[config.mk]
export PLATFORM = sky130hd
export DESIGN_NAME = xbar_assigner
export DESIGN_NICKNAME = d
export VERILOG_FILES = /design/src/rtl/xbar_pkg.sv /design/src/rtl/xbar_cfg_reg.sv /design/src/rtl/xbar_alloc.sv /design/src/rtl/xbar_pin_map.sv /design/src/rtl/xbar_assigner.sv
export SDC_FILE = /design/constraint.sdc
export NUM_CORES = 1
export LEC_CHECK = 0
export BUFFER_PORTS_ARGS = -buffer_cell sky130_fd_sc_hd__buf_4
export CAP_MARGIN = 5
export CORE_MARGIN = 8
export CORE_UTILIZATION = 38
export CTS_CLUSTER_DIAMETER = 40
export DETAILED_ROUTE_END_ITERATION = 10
export PLACE_DENSITY_LB_ADDON = 0.12
export SLEW_MARGIN = 0
export SYNTH_ARGS = -nofsm -noshare
export SYNTH_HDL_FRONTEND = slang
export SYNTH_SLANG_ARGS = --single-unit
[constraint.sdc]
create_clock -name clk_i -period 14.1 [get_ports clk_i]
set_input_delay 2.82 -clock clk_i [delete_from_list [all_inputs] [get_ports clk_i]]
set_output_delay 2.82 -clock clk_i [all_outputs]
set_load 0.005 [all_outputs]
[src/rtl/xbar_pkg.sv]
package xbar_pkg;

    localparam int NUM_PINS = 8;
    localparam int PIN_W    = $clog2(NUM_PINS);
    localparam int NUM_SIG  = 13;
    localparam int NUM_EN   = 12;
    localparam int SEL_W    = 4;

    localparam int SIG_TX  = 0;
    localparam int SIG_RX  = 1;
    localparam int SIG_SDA = 2;
    localparam int SIG_SCL = 3;

    localparam int EN_TX  = 0;
    localparam int EN_RX  = 1;
    localparam int EN_SMB = 2;

    localparam int TX_PIN = 4;
    localparam int RX_PIN = 5;

    typedef struct packed {
        logic [NUM_EN-1:0]   en;
        logic [NUM_PINS-1:0] skip;
    } xbar_cfg_t;

    typedef struct packed {
        logic             hit;
        logic [PIN_W-1:0] idx;
    } pick_t;

    // lowest clear bit of an occupancy mask
    function automatic pick_t first_free(logic [NUM_PINS-1:0] occ);
        pick_t r;
        r = '0;
        for (int p = NUM_PINS - 1; p >= 0; p--) begin
            if (!occ[p]) begin
                r.hit = 1'b1;
                r.idx = PIN_W'(p);
            end
        end
        return r;
    endfunction

    function automatic logic [NUM_PINS-1:0] pin_bit(logic [PIN_W-1:0] idx);
        return NUM_PINS'(1) << idx;
    endfunction

endpackage

[src/rtl/xbar_cfg_reg.sv]
module xbar_cfg_reg
    import xbar_pkg::*;
(
    input  logic                clk_i,
    input  logic                rst_i,
    input  logic                load_i,
    input  logic [NUM_EN-1:0]   en_i,
    input  logic [NUM_PINS-1:0] skip_i,
    output xbar_cfg_t           cfg_o
);

    xbar_cfg_t cfg_d, cfg_q;

    always_comb begin
        cfg_d = cfg_q;
        if (load_i) begin
            cfg_d.en   = en_i;
            cfg_d.skip = skip_i;
        end
        if (rst_i) begin
            cfg_d = '0;
        end
    end

    always_ff @(posedge clk_i) begin
        cfg_q <= cfg_d;
    end

    assign cfg_o = cfg_q;

    // without a load strobe the stored configuration holds
    a_r1_hold_without_load: assert property (@(posedge clk_i) disable iff (rst_i)
        !load_i |=> $stable(cfg_q));

endmodule

[src/rtl/xbar_alloc.sv]
module xbar_alloc
    import xbar_pkg::*;
(
    input  logic                clk_i,
    input  logic                rst_i,
    input  xbar_cfg_t           cfg_i,
    output logic [NUM_SIG-1:0]  req_o,
    output logic [NUM_SIG-1:0]  valid_o,
    output logic [PIN_W-1:0]    pin_o [NUM_SIG]
);

    logic [NUM_PINS-1:0] occ_chain [NUM_SIG+1];
    logic [NUM_SIG-1:0]  req;
    logic [NUM_SIG-1:0]  grant;
    logic [PIN_W-1:0]    pin   [NUM_SIG];
    pick_t               smb_first;
    pick_t               smb_second;

    // request expansion: one SMBus enable feeds both lines
    assign req[SIG_TX]  = cfg_i.en[EN_TX];
    assign req[SIG_RX]  = cfg_i.en[EN_RX];
    assign req[SIG_SDA] = cfg_i.en[EN_SMB];
    assign req[SIG_SCL] = cfg_i.en[EN_SMB];
    generate
        for (genvar k = SIG_SCL + 1; k < NUM_SIG; k++) begin : g_req
            assign req[k] = cfg_i.en[k-1];
        end
    endgenerate

    assign occ_chain[0] = cfg_i.skip;

    generate
        for (genvar i = 0; i < NUM_SIG; i++) begin : g_slot
            if (i == SIG_TX || i == SIG_RX) begin : g_fixed
                localparam int FIX = (i == SIG_TX) ? TX_PIN : RX_PIN;
                assign grant[i] = req[i] && !cfg_i.skip[FIX];
                assign pin[i]   = PIN_W'(FIX);
                assign occ_chain[i+1] = occ_chain[i] |
                                        (grant[i] ? pin_bit(PIN_W'(FIX)) : '0);
            end else if (i == SIG_SDA) begin : g_pair_lo
                assign smb_first  = first_free(occ_chain[i]);
                assign smb_second = first_free(occ_chain[i] | pin_bit(smb_first.idx));
                assign grant[i]   = req[i] && smb_first.hit && smb_second.hit;
                assign pin[i]     = smb_first.idx;
                assign occ_chain[i+1] = occ_chain[i] |
                                        (grant[i] ? pin_bit(smb_first.idx) : '0);
            end else if (i == SIG_SCL) begin : g_pair_hi
                assign grant[i] = grant[SIG_SDA];
                assign pin[i]   = smb_second.idx;
                assign occ_chain[i+1] = occ_chain[i] |
                                        (grant[i] ? pin_bit(smb_second.idx) : '0);
            end else begin : g_greedy
                pick_t pk;
                assign pk       = first_free(occ_chain[i]);
                assign grant[i] = req[i] && pk.hit;
                assign pin[i]   = pk.idx;
                assign occ_chain[i+1] = occ_chain[i] |
                                        (grant[i] ? pin_bit(pk.idx) : '0);

                // a greedy signal is refused only when every pin is taken
                a_r8_refused_only_when_full: assert property (@(posedge clk_i) disable iff (rst_i)
                    (req[i] && !grant[i]) |-> (&occ_chain[i]));
            end
        end
    endgenerate

    generate
        for (genvar i = SIG_SDA; i < NUM_SIG - 1; i++) begin : g_order
            if (i != SIG_SDA) begin : g_chk
                // placed pins rise with falling priority
                a_r6_ascending_pins: assert property (@(posedge clk_i) disable iff (rst_i)
                    (grant[i] && grant[i+1]) |-> (pin[i] < pin[i+1]));
            end
        end
    endgenerate

    // the two SMBus lines are placed together, data below clock
    a_r7_smbus_pair: assert property (@(posedge clk_i) disable iff (rst_i)
        (grant[SIG_SDA] == grant[SIG_SCL]) &&
        (grant[SIG_SDA] -> (pin[SIG_SDA] < pin[SIG_SCL])));

    // pair refused only when fewer than two pins remain
    a_r7_pair_refused_when_short: assert property (@(posedge clk_i) disable iff (rst_i)
        (req[SIG_SDA] && !grant[SIG_SDA]) |-> ($countones(~occ_chain[SIG_SDA]) < 2));

    assign req_o   = req;
    assign valid_o = grant;
    assign pin_o   = pin;

endmodule

[src/rtl/xbar_pin_map.sv]
module xbar_pin_map
    import xbar_pkg::*;
(
    input  logic [NUM_SIG-1:0] valid_i,
    input  logic [PIN_W-1:0]   pin_i [NUM_SIG],
    output logic [SEL_W-1:0]   sel_o [NUM_PINS]
);

    generate
        for (genvar p = 0; p < NUM_PINS; p++) begin : g_pin
            logic [SEL_W-1:0] code;
            always_comb begin
                code = '0;
                for (int s = 0; s < NUM_SIG; s++) begin
                    if (valid_i[s] && (pin_i[s] == PIN_W'(p))) begin
                        code = SEL_W'(s + 1);
                    end
                end
            end
            assign sel_o[p] = code;
        end
    endgenerate

endmodule

[src/rtl/xbar_assigner.sv]
module xbar_assigner
    import xbar_pkg::*;
(
    input  logic                        clk_i,
    input  logic                        rst_i,
    input  logic                        load_i,
    input  logic [NUM_EN-1:0]           en_i,
    input  logic [NUM_PINS-1:0]         skip_i,
    output logic [NUM_PINS*SEL_W-1:0]   pin_sel_o,
    output logic [NUM_SIG*PIN_W-1:0]    sig_pin_o,
    output logic [NUM_SIG-1:0]          sig_valid_o,
    output logic                        overflow_o
);

    xbar_cfg_t          cfg;
    logic [NUM_SIG-1:0] req;
    logic [NUM_SIG-1:0] valid;
    logic [PIN_W-1:0]   pin [NUM_SIG];
    logic [SEL_W-1:0]   sel [NUM_PINS];
    logic [NUM_PINS-1:0] used_pins;

    xbar_cfg_reg u_cfg (
        .clk_i  (clk_i),
        .rst_i  (rst_i),
        .load_i (load_i),
        .en_i   (en_i),
        .skip_i (skip_i),
        .cfg_o  (cfg)
    );

    xbar_alloc u_alloc (
        .clk_i   (clk_i),
        .rst_i   (rst_i),
        .cfg_i   (cfg),
        .req_o   (req),
        .valid_o (valid),
        .pin_o   (pin)
    );

    xbar_pin_map u_map (
        .valid_i (valid),
        .pin_i   (pin),
        .sel_o   (sel)
    );

    generate
        for (genvar p = 0; p < NUM_PINS; p++) begin : g_sel_pack
            assign pin_sel_o[p*SEL_W +: SEL_W] = sel[p];
            assign used_pins[p] = (sel[p] != '0);

            // a skipped pin is never handed out
            a_r5_skip_gpio: assert property (@(posedge clk_i) disable iff (rst_i)
                cfg.skip[p] |-> (sel[p] == '0));
        end
        for (genvar s = 0; s < NUM_SIG; s++) begin : g_pin_pack
            assign sig_pin_o[s*PIN_W +: PIN_W] = valid[s] ? pin[s] : '0;
        end
    endgenerate

    assign sig_valid_o = valid;
    assign overflow_o  = |(req & ~valid);

    // occupied pins match the number of placed signals
    a_r10_pin_count: assert property (@(posedge clk_i) disable iff (rst_i)
        $countones(used_pins) == $countones(valid));

    // placed UART lines show on their fixed pins
    a_r4_tx_fixed: assert property (@(posedge clk_i) disable iff (rst_i)
        valid[SIG_TX] |-> (sel[TX_PIN] == SEL_W'(SIG_TX + 1)));
    a_r4_rx_fixed: assert property (@(posedge clk_i) disable iff (rst_i)
        valid[SIG_RX] |-> (sel[RX_PIN] == SEL_W'(SIG_RX + 1)));

    // no overflow means every enabled function got its pins
    a_r9_no_overflow: assert property (@(posedge clk_i) disable iff (rst_i)
        !overflow_o |-> ($countones(valid) == $countones(req)));

endmodule

==> flow_summary.yaml, run 1 <==
worst_setup_path:
  cp_slowest_cell: "o21ai_0"
  path_class: "register to primary output"
  critPathMaxStageDelay_ps: 880
  cpMostUsedCell: "nand2_1"
  arrival_ps: 6910
  worstPathCellList: "and4_1 > o211ai_2 > a21boi_4 > o311ai_4 > a41oi_1 > nand2_1 > a21oi_1 > o21ai_0 > and2_1 > nand2_1 > a21oi_1 > nand2_1 > o22ai_1 > o31ai_1 > or3b_1 > nand4_1 > buf_4"
  cp-start-kind: "register"
  endpoint_kind: "primary output"
  crit_required_ps: 11280
  critPathMaxFanout: 24
worst_hold_path:
  hold_class: "register to register"
detailed_routing:
  dr.pass1.iters: 5
  vias: 6850
  drtIter0Drc: 941
  wl_per_cell_um: 23.6
  drtAntennaViolNets: 0
  wirelength_mm: 24.2
  viasPerCell: 6.70
  drcViolationCount: 0
job:
  maxCapViolations: 0
placed_design:
  dpl.hpwl_mm: 20.0
  io_buffers: 104
  place_area_um2: 5900
  dp_worst_setup_slack_ps: 4800
  place.gp.congestion: 0.985
synth:
  synth_ff_type: "dfxtp_1"
  synth_area_um2: 5130
  ys_warn_count: 0
  ys_ff_latch: 20
  yosysSeqAreaShare_pct: 7.80
  synth.area.top_cells: "nor2_1 8.3%, dfxtp_1 7.8%, nand2_1 7.0%"
  synth_top_area_share_pct: 8.34
  synth_edf_count: 0
  synth_common_cells: "114 x nor2_1, 96 x nand2_1, 61 x a21oi_1"
  synth_area_per_cell_um2: 6.58
  netlist.top_cell.by_area: "nor2_1"
  synth_cells: 780
  yosysMostFrequentCell: "nor2_1"
  synthArstFlopShare_pct: 0
  synth_cell_types: 105
sta:
  layout_min_cycle_time_ps: 9730
  fin_crit_sh_pct: 69.0
  rsz0062_at_grt: "false"
  worst_pin_slew_ps: 1200
  tns_ps: 0
  max_slew_margin_pct: 18.1
  drv_slew: 0
  fin_ws_ps: 4370
  finClkSkew_ps: 0
  fmax_ghz: 0.103
  hold_viol_final: 0
  finalSetupViolCount: 0
  timing.hold.ws_ps: 595
cts:
  cts_tree: "done"
  post_cts_resized: 0
  clock_latency_ps: 250
  clk_path_buf_depth: 2
  htreeDepth: 1
  clock-sinks: 20
  post_cts_buffers: 0
  cts.clk_slew.worst_paths_ps: 60
  cts_buffers: 3
  cts_root_buf: "clkbuf_16"
  holdBufCountCts: 0
outcome:
  status: "finished clean"
layout:
  post-route-util_pct: 45.4
  nets: 870
  multi_input_area_um2: 4420
  ff_latch_area_um2: 400
  largest_reg_flops: 20
  num_antenna_cells: 0
  layout-drive-gt1-share_pct: 21.3
  design_area_um2: 6010
  area_delta_synth_final_pct: 17.1
  nFillCells: 1453
global_routing:
  grt_pass1_wl_mm: 37.0
  grt_pass1_vias: 6289
  grt_max_degree: 25
  grt_overflow: 0
  antenna_found_initial: 0
  grt.total_usage_pct: 26.1
floorplan:
  num_rows: 42
  start_util_pct: 38.7
  core-area_um2: 13200
  die_h_um: 132
  die_area_um2: 17500
  io_pins: 108
  die_x_um: 132
power_and_ir_drop:
  p_per_area_nw_per_um2: 59.2
  power.leakage_nw: 2.46
  max-vdd-ir-drop_mv: 0.0832
## logic make-up (layout without fill, tap and decap cells)
group / count (synthesis) / after routing / share of synthesized area, %
other cells: 1 / 3 / 0.0731
mux: 24 / 24 / 4.78
xor+xnor: 3 / 3 / 0.512
compound gates: 306 / 306 / 46.0
simple gates: 358 / 358 / 33.7
buf+inv: 63 / 127 / 6.19
fa+ha+maj: 5 / 5 / 1.00
flops: 20 / 20 / 7.80
## worst paths after layout
check / from / endpoint / slack [ps] / cells after the start
setup reg to reg: u_cfg.cfg_o[1] / u_cfg.cfg_o[1] / 12950 / 2
setup / recovery: u_cfg.cfg_o[1] / pin_sel_o[27] / 4370 / 17
hold / removal: u_cfg.cfg_o[18] / u_cfg.cfg_o[18] / 600 / 2
hold reg to reg: u_cfg.cfg_o[18] / u_cfg.cfg_o[18] / 600 / 2
## power by group
group / switching [mW] / total (mW) / internal [mW]
combinational: 0.132 / 0.205 / 0.0736
clock: 0.0214 / 0.0777 / 0.0563
sequential: 0.0128 / 0.0727 / 0.0599
total: 0.166 / 0.356 / 0.190
## metrics by stage
step           std cells  total power, mW
2_1_floorplan        782            0.200
3_3_place_gp        1018            0.273
3_5_place_dp        1018            0.273
4_1_cts             1022            0.352
5_1_grt             1022            0.377
6_report            1022            0.356
## critical path, delay by kind of cell (launching register included)
kind,cells,cell delay (ps)
AOI/OAI and AO/OA,9,3390
and+or+nand+nor,7,2300
DFF,1,830
buffers and inverters,1,120
## layout make-up
| cell class | instances | share of cell area [%] |
|---|---|---|
| clock inverters | 1 | 0.500 |
| flip-flops and latches | 20 | 6.66 |
| well taps | 176 | 3.66 |
| inverters | 16 | 0.999 |
| multi-input cells | 699 | 73.6 |
| repair buffers | 107 | 13.4 |
| clock buffers | 3 | 1.25 |
## routing by layer
| metal | track usage [%] | up-vias | share of wire [%] |
|---|---|---|---|
| li1 | - | 3119 | - |
| met1 | 37.8 | 3256 | 46 |
| met2 | 39.7 | 424 | 43 |
| met3 | 3.32 | 51 | 9.2 |
| met4 | 6.37 | 0 | 2.5 |
| met5 | 0 | - | 0 |
## cells in the final DEF, fill, tap and decap left out, drive strengths merged, types with 13 or more instances in the layout
cell type / count
nand2: 96
o21ai: 57
and2: 13
nor3: 24
mux2i: 23
a31oi: 27
inv: 16
a21oi: 66
nand3: 37
nand4: 15
nor2: 119
a211oi: 18
dfxtp: 20
buf: 107
(Power assumes the default switching activity.)
==> run 2: changes to the inputs <==
==> constraint.sdc (replaced) <==
create_clock -name clk_i -period 9.7 [get_ports clk_i]
set_input_delay 1.94 -clock clk_i [delete_from_list [all_inputs] [get_ports clk_i]]
set_output_delay 1.94 -clock clk_i [all_outputs]
set_load 0.005 [all_outputs]
==> flow_summary.yaml, run 2 (synthesis gave the netlist of run 1 again) <==
outcome:
  status: "finished clean"
layout:
  layout_commonest_cell: "nor2_1"
  final_cell_mix: "114 x nor2_1, 112 x buf_4, 96 x nand2_1, 61 x a21oi_1, 43 x o21ai_0"
  nets: 875
  design_area_um2: 6050
  layout-drive-gt1-share_pct: 21.7
  largest_reg_flops: 20
  post-route-util_pct: 45.7
  area_delta_synth_final_pct: 17.8
  num_antenna_cells: 0
  stdcell_count: 1027
floorplan:
  core-area_um2: 13200
  io_pins: 108
  die_h_um: 132
  die_x_um: 132
  die_area_um2: 17500
  start_util_pct: 38.7
  num_rows: 42
worst_setup_path:
  cp-start-kind: "register"
  r2r_slack_ps: 8520
  worst_r2r_path_depth: 2
  endpoint_kind: "primary output"
  arrival_ps: 6760
  worstPathCellList: "and4_1 > o211ai_2 > a21boi_4 > o311a_2 > o21ai_2 > o21ai_2 > a21oi_4 > nand2_1 > o221ai_1 > a31oi_2 > nor2b_2 > nand3_1 > a31oi_2 > or2_0 > o31ai_1 > or3b_1 > nand4_1 > buf_4"
  path_class: "register to primary output"
  critPathMaxFanout: 24
  critPathMaxStageDelay_ps: 850
  crit_required_ps: 7760
  cp_slowest_cell: "dfxtp_1"
detailed_routing:
  wirelength_mm: 24.6
  vias: 6849
  wl_per_cell_um: 23.9
  wl_met1_mm: 10.7
  drtAntennaViolNets: 0
  viasPerCell: 6.67
  dr.max_layer_used: "met5"
  drcViolationCount: 0
  wl_met2_mm: 10.8
  dr.pass1.iters: 6
  wl_met3_mm: 2.25
  drtIter0Drc: 822
global_routing:
  grt_pass1_wl_mm: 37.7
  antenna_found_initial: 1
  grt_overflow: 0
  grt_max_degree: 25
  grt_pass1_vias: 6388
  grt.total_usage_pct: 26.6
power_and_ir_drop:
  power.leakage_nw: 2.49
  seqPwrFrac_pct: 20.0
  power.share.combinational_pct: 58.2
  switchingPower_uw: 241
  clkPwrFrac_pct: 21.8
  p_per_area_nw_per_um2: 86.1
  cell_internal_pwr_uw: 279
  swShare_pct: 46.4
  max-vdd-ir-drop_mv: 0.224
  fin_total_pwr_uw: 520
sta:
  worst_pin_slew_ps: 916
  hold_viol_final: 0
  rsz0062_at_grt: "false"
  fin_crit_sh_pct: 89.7
  max_slew_margin_pct: 38.4
  drv_slew: 0
  fmax_ghz: 0.115
  finalSetupViolCount: 0
  timing.hold.ws_ps: 603
  fin_ws_ps: 997
  finClkSkew_ps: 0
  tns_ps: 0
  layout_min_cycle_time_ps: 8700
cts:
  post_cts_buffers: 0
  clk_path_buf_depth: 2
  cts_tree: "done"
  post_cts_resized: 0
  htreeDepth: 1
  holdBufCountCts: 0
  cts_buffers: 3
  cts.clk_slew.worst_paths_ps: 60
  cts_root_buf: "clkbuf_16"
  clock_latency_ps: 250
  clock-sinks: 20
placed_design:
  place.gp.congestion: 0.969
  dp_worst_setup_slack_ps: 1380
  place_area_um2: 5940
  io_buffers: 104
  dpl.hpwl_mm: 20.6
  dpl.cell_count: 1023
worst_hold_path:
  whs_path_depth: 2
  hold_class: "register to register"
job:
  maxCapViolations: 0
-- run 2: cell count changes in the layout (fill, tap and decap cells not counted) --
cell,delta
buf_4,+5
-- run 2: area by class of cell --
type,count,area (um^2)
Multi-Input combinational cell,699,4420
Tap cell,176,220
Fill cell,1455,7200
Inverter,16,60.1
Timing Repair Buffer,112,841
Clock inverter,1,30.0
Clock buffer,3,75.1
Sequential cell,20,400
-- run 2: worst paths after layout --
kind	startpoint	end
worst max-delay path	u_cfg.cfg_o[1]	pin_sel_o[24]
worst max register to register	u_cfg.cfg_o[1]	u_cfg.cfg_o[1]
worst min register to register	u_cfg.cfg_o[19]	u_cfg.cfg_o[19]
worst min-delay path	u_cfg.cfg_o[19]	u_cfg.cfg_o[19]
-- run 2: routing by layer --
metal  global-route usage, %  vias up
met3                    3.81       58
met5                       0        -
met4                    8.26        2
met2                    42.0      430
met1                    36.4     3233
li1                        -     3126
-- run 2: critical path, delay by kind of cell, from the launching register on --
| kind | cells | cell delay (ps) |
|---|---|---|
| AOI/OAI and AO/OA | 10 | 3220 |
| buffers and inverters | 1 | 120 |
| DFF | 1 | 850 |
| and+or+nand+nor | 7 | 2300 |
-- run 2: power groups by stage --
stage                     clock [mW]  sequential (mW)  combinational (mW)
after global routing           0.118            0.106               0.325
after CTS                      0.116            0.103               0.296
after detailed placement           0            0.105               0.295
after global placement             0            0.105               0.295
final                          0.113            0.104               0.303
after floorplan                    0           0.0921               0.199
